File: src/rtl/alu_out_pkg.sv
package alu_out_pkg;

    localparam int DATA_W = 64;
    localparam int OP_W   = 4;
    localparam int COND_W = 4;

    // Operation type codes carried in the context record.
    typedef enum logic [OP_W-1:0] {
        OPK_NONE  = 4'd0,
        OPK_ADD   = 4'd1,
        OPK_CMP   = 4'd2,
        OPK_LOGIC = 4'd3,
        OPK_SHIFT = 4'd4,
        OPK_MUL   = 4'd5
    } op_kind_e;

    // Condition field bit positions.
    localparam int CB_HI   = 3;
    localparam int CB_MID  = 2;
    localparam int CB_ZERO = 1;
    localparam int CB_SO   = 0;

    // Sign classification of a result.
    typedef enum logic [1:0] {
        CLS_ZERO = 2'd0,
        CLS_POS  = 2'd1,
        CLS_NEG  = 2'd2
    } sign_cls_e;

    function automatic logic is_compare(input logic [OP_W-1:0] op);
        return op == OPK_CMP;
    endfunction

    // Maps a sign class to the condition field; compare swaps the order flags.
    function automatic logic [COND_W-1:0] cond_of(input sign_cls_e cls, input logic swap);
        logic [COND_W-1:0] c;
        c = '0;
        unique case (cls)
            CLS_ZERO: c[CB_ZERO] = 1'b1;
            CLS_POS:  if (swap) c[CB_HI]  = 1'b1; else c[CB_MID] = 1'b1;
            default:  if (swap) c[CB_MID] = 1'b1; else c[CB_HI]  = 1'b1;
        endcase
        c[CB_SO] = 1'b0;
        return c;
    endfunction

endpackage

File: src/rtl/alu_out_invert.sv
module alu_out_invert #(
    parameter int W = 64
) (
    input  logic [W-1:0] din,
    input  logic         flip,
    output logic [W-1:0] dout
);
    logic [W-1:0] mask;
    assign mask = {W{flip}};
    assign dout = din ^ mask;
endmodule

File: src/rtl/alu_out_classify.sv
module alu_out_classify
    import alu_out_pkg::*;
#(
    parameter int W = 64,
    parameter int LANE_W = 8
) (
    input  logic [W-1:0]      val,
    input  logic [OP_W-1:0]   op,
    output logic [COND_W-1:0] cond
);
    localparam int LANES = (W + LANE_W - 1) / LANE_W;
    localparam int PAD_W = LANES * LANE_W;

    logic [PAD_W-1:0] padded;
    logic [LANES-1:0] lane_nz;
    sign_cls_e        cls;

    assign padded = PAD_W'(val);

    // Per-lane nonzero detection, then a final OR across lanes.
    for (genvar g = 0; g < LANES; g++) begin : g_lane
        assign lane_nz[g] = |padded[g*LANE_W +: LANE_W];
    end

    always_comb begin
        if (lane_nz == '0)      cls = CLS_ZERO;
        else if (val[W-1])      cls = CLS_NEG;
        else                    cls = CLS_POS;
    end

    assign cond = cond_of(cls, is_compare(op));
endmodule

File: src/rtl/alu_out_stage.sv
module alu_out_stage
    import alu_out_pkg::*;
#(
    parameter int TAG_W = 2,
    parameter int AUX_W = 8
) (
    input  logic [DATA_W-1:0] res_i,
    input  logic              carry_i,
    input  logic              carry32_i,
    input  logic [OP_W-1:0]   op_i,
    input  logic              inv_i,
    input  logic [TAG_W-1:0]  tag_i,
    input  logic [AUX_W-1:0]  aux_i,
    output logic [DATA_W-1:0] res_o,
    output logic [COND_W-1:0] cond_o,
    output logic              carry_o,
    output logic              carry32_o,
    output logic [OP_W-1:0]   op_o,
    output logic              inv_o,
    output logic [TAG_W-1:0]  tag_o,
    output logic [AUX_W-1:0]  aux_o
);
    logic [DATA_W-1:0] final_res;

    alu_out_invert #(.W(DATA_W)) u_inv (
        .din  (res_i),
        .flip (inv_i),
        .dout (final_res)
    );

    // Flags describe the value actually delivered.
    alu_out_classify #(.W(DATA_W), .LANE_W(8)) u_cls (
        .val  (final_res),
        .op   (op_i),
        .cond (cond_o)
    );

    assign res_o     = final_res;
    assign carry_o   = carry_i;
    assign carry32_o = carry32_i;
    assign op_o      = op_i;
    assign inv_o     = inv_i;
    assign tag_o     = tag_i;
    assign aux_o     = aux_i;
endmodule

File: config.mk
export PLATFORM = sky130hd
export DESIGN_NAME = alu_out_stage
export DESIGN_NICKNAME = d
export VERILOG_FILES = /design/src/rtl/alu_out_pkg.sv /design/src/rtl/alu_out_invert.sv /design/src/rtl/alu_out_classify.sv /design/src/rtl/alu_out_stage.sv
export SDC_FILE = /design/constraint.sdc
export NUM_CORES = 1
export LEC_CHECK = 0
export BUFFER_PORTS_ARGS = -buffer_cell sky130_fd_sc_hd__buf_2
export CORE_ASPECT_RATIO = 1.4
export CORE_MARGIN = 2
export CORE_UTILIZATION = 33
export DETAILED_ROUTE_END_ITERATION = 10
export PLACE_DENSITY = 0.85
export SYNTH_ARGS = -nofsm -noshare
export SYNTH_HDL_FRONTEND = slang
export SYNTH_SLANG_ARGS = --single-unit
File: constraint.sdc
create_clock -name vclk -period 2.15
set_input_delay 0.3225 -clock vclk [all_inputs]
set_output_delay 0.3225 -clock vclk [all_outputs]
set_load 0.02 [all_outputs]
# Word level (Yosys, flattened, before mapping)
# Index checks and enable logic that the tools add are counted.
# totals
elab_cells,19
output_inout_bits,85
regBits,0
# op_classes
n_eq_ne,2
bitwise,1
n_reduce_logical,10
mux,6
# op_table
op,n
OR reduction 8 bit,8
XOR 64 bit,1
zero test 8 bit,1
equality test 4 x 2 -> 1 bit (second input constant),1
2-to-1 mux 2 bit,2
one-hot mux 2 bit (2 select lines),1
2-to-1 mux 1 bit,3
equality test 2 x 1 -> 1 bit (second input constant),1
zero test 2 bit,1

# Logic depth before layout (Yosys ltp)
# Gate-level depths: netlist (run 1).
# logic_depth
depth_word,6
depth_mapped,7
depth_no_buf,5

# By module
# A second synthesis (run 1) with hierarchy kept.
# unflattened
hier_cells,118
area_unflattened_um2,1013.5
# modules_own_cells
mod,seq_area_each_um2,cells_each,area_per_inst_um2,n_inst
alu_out_invert,0.0,71,661.9,1
alu_out_classify,0.0,30,224.0,1
alu_out_stage,0.0,17,127.6,1

# Least setup slack after synthesis (run 1)
# Ideal clock, no wire load.
# synth_path
kind,in2out
start,input port inv_i
end,output port cond_o[2]
setup_slack_ps,-89
arrival_time_ps,1916
stages,6
required_time_ps,1827
cell_sequence,buf_6 > or4_1 > mux2i_1 > nand4_1 > nor4_4 > o21ai_1
# synth_between
elab_chain_cells,6
word_cells_on_any_way,15
# synth_lines
item,line,source
start: declaration,alu_out_stage.sv:11,"input logic inv_i,"
XOR 64 bit *,alu_out_invert.sv:10,assign dout = din ^ mask;
OR reduction 8 bit,alu_out_classify.sv:22,assign lane_nz[g] = |padded[g*LANE_W +: LANE_W];
zero test 8 bit,alu_out_classify.sv:26,if (lane_nz == '0) cls = CLS_ZERO;
2-to-1 mux 2 bit *,alu_out_classify.sv:26,
equality test 2 x 1 -> 1 bit or zero test 2 bit (tied branches),alu_out_pkg.sv:38,unique case (cls)
one-hot mux 2 bit (2 select lines) *,alu_out_pkg.sv:38,
end: declaration,alu_out_stage.sv:15,"output logic [COND_W-1:0] cond_o,"
# Every way passes the cells marked *; elsewhere a longest branch is shown, timed or not.

# Final worst setup path (run 1)
# layout_path
start,input port res_i[37]
end,output port cond_o[2]
# layout_between
elab_chain_cells,6
word_cells_on_any_way,7
# layout_lines
item,line,source
start: declaration,alu_out_stage.sv:7,"input logic [DATA_W-1:0] res_i,"
XOR 64 bit *,alu_out_invert.sv:10,
OR reduction 8 bit *,alu_out_classify.sv:22,
zero test 8 bit *,alu_out_classify.sv:26,
2-to-1 mux 2 bit *,alu_out_classify.sv:26,
equality test 2 x 1 -> 1 bit or zero test 2 bit (tied branches),alu_out_pkg.sv:38,
one-hot mux 2 bit (2 select lines) *,alu_out_pkg.sv:38,
# Marks and branches as above.

==> run summary, run 1 <==
The run finished, with violations left. The checks that failed: setup timing. The final route contains 1,772 vias. In this run, placement finished with an instance count of 349. The tools report the number of DRC violations after detailed-routing iteration 0 as 41.

Setup repair after global routing could not meet its margin everywhere. In this run the worst path has a maximum fanout of 3. The worst path needs 2.26 ns of the cycle, external delays included. The number of placed I/O pins is 166, and the synthesized area per cell is 7.94 um^2.

The number of global-route vias before repair is 1,664, and the final critical-path setup slack is -0.110 ns. The number of nets in the synthesized netlist is 236. Summing all multi-input logic gate instances after layout gives 1060 um^2. In the final layout, flip-flops and latches occupy 0 um^2. The run gives 0 as the final hold violation count. The run gives 1.83 ns as the critical path data required time. The final layout contains routed wiring with a total length of 4.80 mm.

Power density over the cells: 289 nW/um^2. The core occupancy in the finished layout came out at 0.622. After detailed routing, the average wire length per cell comes to 13.5 um. Proportion of netlist area held by the largest area contributor: 0.449. The count of buffers added on input and output ports is 141.

In this design, the stage delay of the slowest critical-path cell is 0.51 ns. The final-layout fill cell count is 317, and the leakage power is 1.25 nW. The logs give 0 for the total overflow reported by the global router and 0 for the initial antenna violation count. The logs give 155 for the instance count of the mapped netlist and 4 for the number of optimization iterations in the first detailed-route pass. In this run the horizontal extent of the chip is 55.6 um. The post-route non-filler standard cell count was 355. In the synthesized netlist, the cells that appear most often are 63 x xor2_1, 20 x nand4_1, 18 x buf_4. The number of antenna diodes in the final layout is 0. The core box area is 3610 um^2, and the share of the cycle needed by the critical path after routing is 1.05. The wire length of the first global-routing pass is 7.09 mm. After synthesis, the cell types taking the most area are xor2_1 45%, mux2i_1 13%, buf_4 11%, nand4_1 10%, or4_1 9.8%. Using the TritonRoute via totals, the vias-per-cell ratio works out to 4.99. Derived from the worst setup path, the maximum achievable clock frequency is 0.442 GHz. The final setup violation count was 3. Walking the worst path, the cells encountered are buf_6, or4_1, mux2i_1, nand4_1, nor4_4, o21ai_2, buf_6.

The die covers 4240 um^2. The number of pins with negative max-slew slack in the final report was 0. The count of cell types in the netlist is 15. The type of the worst setup path is input pin to output port.

The final-layout clock buffer total was 0; the proportion of layout cells with a drive suffix above 1 was 0.623. The arrival time at the worst endpoint was 1.94 ns; the post-route DRC violation count was 0. The share of synthesized area occupied by flip-flops and latches is 0. The floorplan has 26 rows.

The cell at the slowest stage of the critical path was or4_1. The flip-flop and latch count came out at 0. Routability-driven placement finished with a final weighted congestion of 0.839.

Yosys printed 0 warnings. The type of element launching the critical path is an input pin. The critical path's most frequent cell was buf_6. The cell area after synthesis is 1230 um^2, and the initial core utilization is 0.341. The floorplan die height was 76.2 um. Entering global routing, the biggest net connects 13 pins. The detail route stage leaves a number of antenna-violating nets equal to 0. Type of element capturing the critical path: an output port.

In this run the worst hold path is classified as input pin to output port. Once detailed placement completed, the half-perimeter wirelength came to 4.08 mm. The max-capacitance violation count was 0. xor2_1 takes more of the synthesized area than any other cell. The worst-case IR drop observed on VDD is 0.237 mV.

Growth of design area from synthesis to finish: 82.5%. The cell with the most instances after synthesis is xor2_1. For this run, the post-layout net count is 396. For the overall global routing resource usage, the log shows 0.196.
-- layout make-up --
type | count | share of cell area
repair buffers | 186 | 0.502
well taps | 42 | 0.0234
multi-input cells | 126 | 0.473
inverters | 1 | 0.00167
-- path summary, 6_finish.rpt --
check	cells past startpoint	start	slack [ns]	end
hold / removal	0	carry32_i	0.65	carry32_o
setup / recovery	7	res_i[37]	-0.11	cond_o[2]
-- power by group --
| part | switching (mW) | leakage (nW) | total, mW | internal (mW) |
|---|---|---|---|---|
| clock | 0 | 0 | 0 | 0 |
| combinational | 0.375 | 1.25 | 0.648 | 0.273 |
| sequential | 0 | 0 | 0 | 0 |
-- logic make-up after synthesis --
logic type / count (synthesis) / synth area share
multiplexers: 16 / 0.130
other: 1 / 0.00305
AND/OR/NAND/NOR: 43 / 0.244
buffers and inverters: 29 / 0.159
XOR/XNOR: 64 / 0.456
AO/OA/AOI/OAI: 2 / 0.00814
-- worst max-delay path: cells and delay by family --
family	cells	cell delay, ns
AND/OR/NAND/NOR	3	1.11
multiplexers	1	0.19
AO/OA/AOI/OAI	1	0.09
buffers and inverters	2	0.22
-- cell usage in the layout (no fill, tap or decap) --
master and n:
clkbuf_16 1, o21ai_2 2, or4_1 11, nor4b_1 1
nand4_1 20, buf_4 42, xor2_1 63, xnor2_1 1
buf_6 5, nand2_1 4, buf_12 2, buf_8 1
or4b_2 1, mux2i_1 16, or4_4 5, nor4_4 1
conb_1 1, inv_1 1, buf_2 135
-- repair_timing --
action / 4_1_cts / 5_1_grt
setup buffers: 3 / 2
setup endpoints to repair: 3 / 3
cloned: 0 / 1
endpoints found under the hold margin: 0 / 0
gates resized for setup: 10 / 8
pin swaps: 6 / 10
hold buffers: 0 / 0
-- layer usage --
layer | track usage | wire length [um]
met1 | 0.180 | 1520
met2 | 0.414 | 2780
met3 | 0.0289 | 343
met4 | 0.0659 | 153
met5 | 0 | 0
-- stage by stage --
| step | TNS (ns) | hold slack (ns) | cell area, um^2 | worst slack, ns | power, mW |
|---|---|---|---|---|---|
| 3_3_place_gp | -0.694 | 0.645 | 2110 | -0.236 | 0.609 |
| 3_5_place_dp | -0.632 | 0.645 | 2110 | -0.217 | 0.619 |
| 5_1_grt | -0.586 | 0.645 | 2240 | -0.207 | 0.690 |
| 4_1_cts | -0.508 | 0.645 | 2170 | -0.194 | 0.635 |
| 6_report | -0.309 | 0.645 | 2240 | -0.110 | 0.648 |
| 2_1_floorplan | 0 | 0.758 | 1240 | 0.00873 | 0.363 |
No activity file was read; power rests on OpenSTA's default activity.
==> run 2, diff against run 1 <==
--- a/config.mk
+++ b/config.mk
@@ -5,10 +5,11 @@
 export SDC_FILE = /design/constraint.sdc
 export NUM_CORES = 1
 export LEC_CHECK = 0
+export ABC_AREA = 1
 export BUFFER_PORTS_ARGS = -buffer_cell sky130_fd_sc_hd__buf_2
 export CORE_ASPECT_RATIO = 1.4
 export CORE_MARGIN = 2
-export CORE_UTILIZATION = 33
+export CORE_UTILIZATION = 35
 export DETAILED_ROUTE_END_ITERATION = 10
 export PLACE_DENSITY = 0.85
 export SYNTH_ARGS = -nofsm -noshare
==> run 2 against run 1 <==
Effect of this change: the run now ends clean; critical path depth up 5; largest cell class is now multi-input combinational cells; largest power group unchanged; die area is 6.8% higher; hold slack barely moved; highest routed layer unchanged; via count up 23%.
==> run summary, run 2 <==
The run finished with clean final reports. The critical path data required time was 1.83 ns (about the same). Class of the tightest hold or removal check: input pin to output port.

For the total power draw, the log shows 553 uW (-15%). Synthesis warning total: 0 (unchanged). The fmax was 0.510 GHz (+15%); the number of buffers added on ports was 141 (unchanged). The critical path is of the input pin to output port type.

By instance count, the leading cell after synthesis is nand2_1. The tools report the setup TNS after final layout as 0 ns (+0.309 ns). The overall die area came out at 4530 um^2 (+6.8%). The signal on the critical path passes through buf_4, buf_8, xor2_1, nor2_1, nand2_1, nor2_1, nand2_1, nor2_2, nand2_2, nand3_1, nand2_1, buf_2.

The tools report the instance count of the mapped netlist as 332 (+110%). The critical path's most frequent cell was nand2_1. The area growth from synthesis to layout is 46.2%. The proportion of layout cells with a drive suffix above 1 was 0.344 (-0.279); the proportion of netlist area held by the largest area contributor was 0.502 (+0.0532). The max-capacitance violation count was 0 (unchanged); the final setup violation count was 0 (-3). The run gives 59 (+44%) as the number of DRC violations after detailed-routing iteration 0.

The worst stage delay on the critical path works out to 0.19 ns (-0.32 ns). For the HPWL reported at the end of detailed placement, the log shows 3.99 mm (-2.1%). Number of nets in the synthesized netlist: 413 (+75%).

The post-route minimum period came out at 1.96 ns (-0.300 ns). The largest individual stage delay along the critical path comes from the cell xor2_1. The library cells used most frequently in the layout, excluding fill and tap cells, are 185 x nand2_1, 139 x buf_2, 58 x inv_1. The power density over the cells works out to 270 nW/um^2 (-6.3%). Setup slack at placement: 0.0154 ns (+0.232 ns).

By area the synthesized netlist is led by nand2_1 50%, inv_1 16%, nor2_1 11%, buf_4 10%, xor2_1 6.3%. The number of optimization iterations in the first detailed-route pass was 3 (-1). The wire length of the first global-routing pass was 7.73 mm (+9.1%).

Post-route DRC violation count: 0 (unchanged). The share of the cycle needed by the critical path after routing is 0.912 (-0.139), and the global placement routability congestion is 0.834 (-0.55%). In this run the most critical hold path is launched from aux_i[3]. Initial antenna violation count: 0 (unchanged).

Initial core utilization: 0.360 (+0.0195). The number of pins with negative max-slew slack in the final report was 0 (unchanged); the number of vias per cell was 4.43 (-11%). The library cell used most frequently in the layout, excluding fill and tap cells, is nand2_1. Floorplan die height: 78.8 um (+3.4%).

The worst hold path terminates at aux_o[3]. The count of cell types in the netlist was 11 (-4). The synthesized area per cell came out at 4.21 um^2 (-47%).

The arrival time at the worst endpoint was 1.64 ns (-0.30 ns); the chip width was 57.4 um (+3.3%). The tools report the type of element launching the critical path as an input pin. The number of buffers inserted by hold repair at cts is 0 (unchanged), and the cell area after synthesis is 1400 um^2 (+14%). The number of nets still failing antenna checks after routing came out at 0 (unchanged). The flip-flop and latch count was 0 (unchanged); the final critical-path setup slack was 0.190 ns (+0.300 ns). The number of antenna diodes is 0 (unchanged), and the average routed wire per standard cell is 9.51 um (-30%).

The leakage power was 1.55 nW (+24%); the detailed-route via count was 2,182 (+23%). The sequential cell area in the final layout was 0 um^2 (unchanged); the core box area was 3880 um^2 (+7.6%). The share of synthesized area occupied by flip-flops and latches is 0 (unchanged).

The worst hold path stage count was 0 (unchanged); the maximum fanout along the worst path was 35 (+32). By count the netlist is led by 187 x nand2_1, 58 x inv_1, 42 x nor2_1. The logs give 0 (unchanged) for the final-layout clock buffer total and 533 (+35%) for the count of nets after finishing. The worst-case vdd ir drop is 0.169 mV (-29%). The total overflow reported by the global router was 0 (unchanged). The tools report the row count as 27 (+3.8%). The logs give 0.526 (-0.0954) for the core occupancy in the finished layout and 166 (unchanged) for the number of placed I/O pins.

The maximum number of pins on one net before global-route repair was 36 (+23); the number of global-route vias before repair was 2,016 (+21%). The run gives 493 (+39%) as the post-route non-filler standard cell count. The tools report the total length of routed wires as 4.69 mm (-2.4%).

The type of element capturing the critical path is an output port. The largest area contributor in the netlist was nand2_1. For the final hold violation count, the log shows 0 (unchanged).

The overall global routing resource usage came out at 0.199 (+0.00334). For the number of placed instances with taps included, the log shows 493 (+41%).
-- run 2: routing by layer --
layer  GRT usage  up-vias  part of all wire
li1            -     1152                 -
met3      0.0212       10             0.062
met4      0.0512        0             0.017
met1       0.195      951              0.36
met2       0.419       69              0.56
met5           0        -                 0
-- run 2: what timing repair did --
item                                    in CTS  in global routing
buffers inserted                             0                  0
endpoints found under the setup margin       0                  3
gates resized for setup                      0                 11
-- run 2: layout make-up --
| type | count | area [um^2] |
|---|---|---|
| tap | 43 | 53.8 |
| inverter | 59 | 221 |
| timing repair buffer | 148 | 787 |
| multi-input combinational | 243 | 982 |
| fill | 413 | 1840 |
-- run 2: worst max-delay path, delay by kind of cell --
kind                   cells  cell delay, ns
XOR/XNOR                   1            0.19
AND/OR/NAND/NOR            8            0.66
buffers and inverters      3            0.45
-- run 2: how the worst max path moves through the flow --
stage / start / endpoint / slack (ns) / depth (start not counted)
finish: inv_i / cond_o[3] / 0.19 / 12
global placement: inv_i / cond_o[3] / 0.07 / 13
global route: inv_i / cond_o[2] / -0.02 / 13
CTS: inv_i / cond_o[3] / 0.009 / 12
floorplan: inv_i / cond_o[3] / 0.27 / 11
detailed placement: inv_i / cond_o[3] / 0.02 / 12
-- run 2: cell families (layout without fill, tap and decap cells) --
kind of cell	after synthesis	count (layout)	share of synthesized area
buffers and inverters	89	207	0.309
XOR/XNOR	10	10	0.0626
AND/OR/NAND/NOR	232	232	0.626
other	1	1	0.00268
-- run 2: power breakdown --
part           switching, mW  total [mW]  internal [mW]
sequential                 0           0              0
combinational          0.353       0.553          0.199
clock                      0           0              0
-- run 2: per-stage QoR --
step | cell area (um^2) | hold WS [ns]
after floorplan | 1400 | 0.758
after global placement | 2010 | 0.645
after detailed placement | 2010 | 0.645
after CTS | 2010 | 0.645
after global routing | 2040 | 0.645
final | 2040 | 0.645
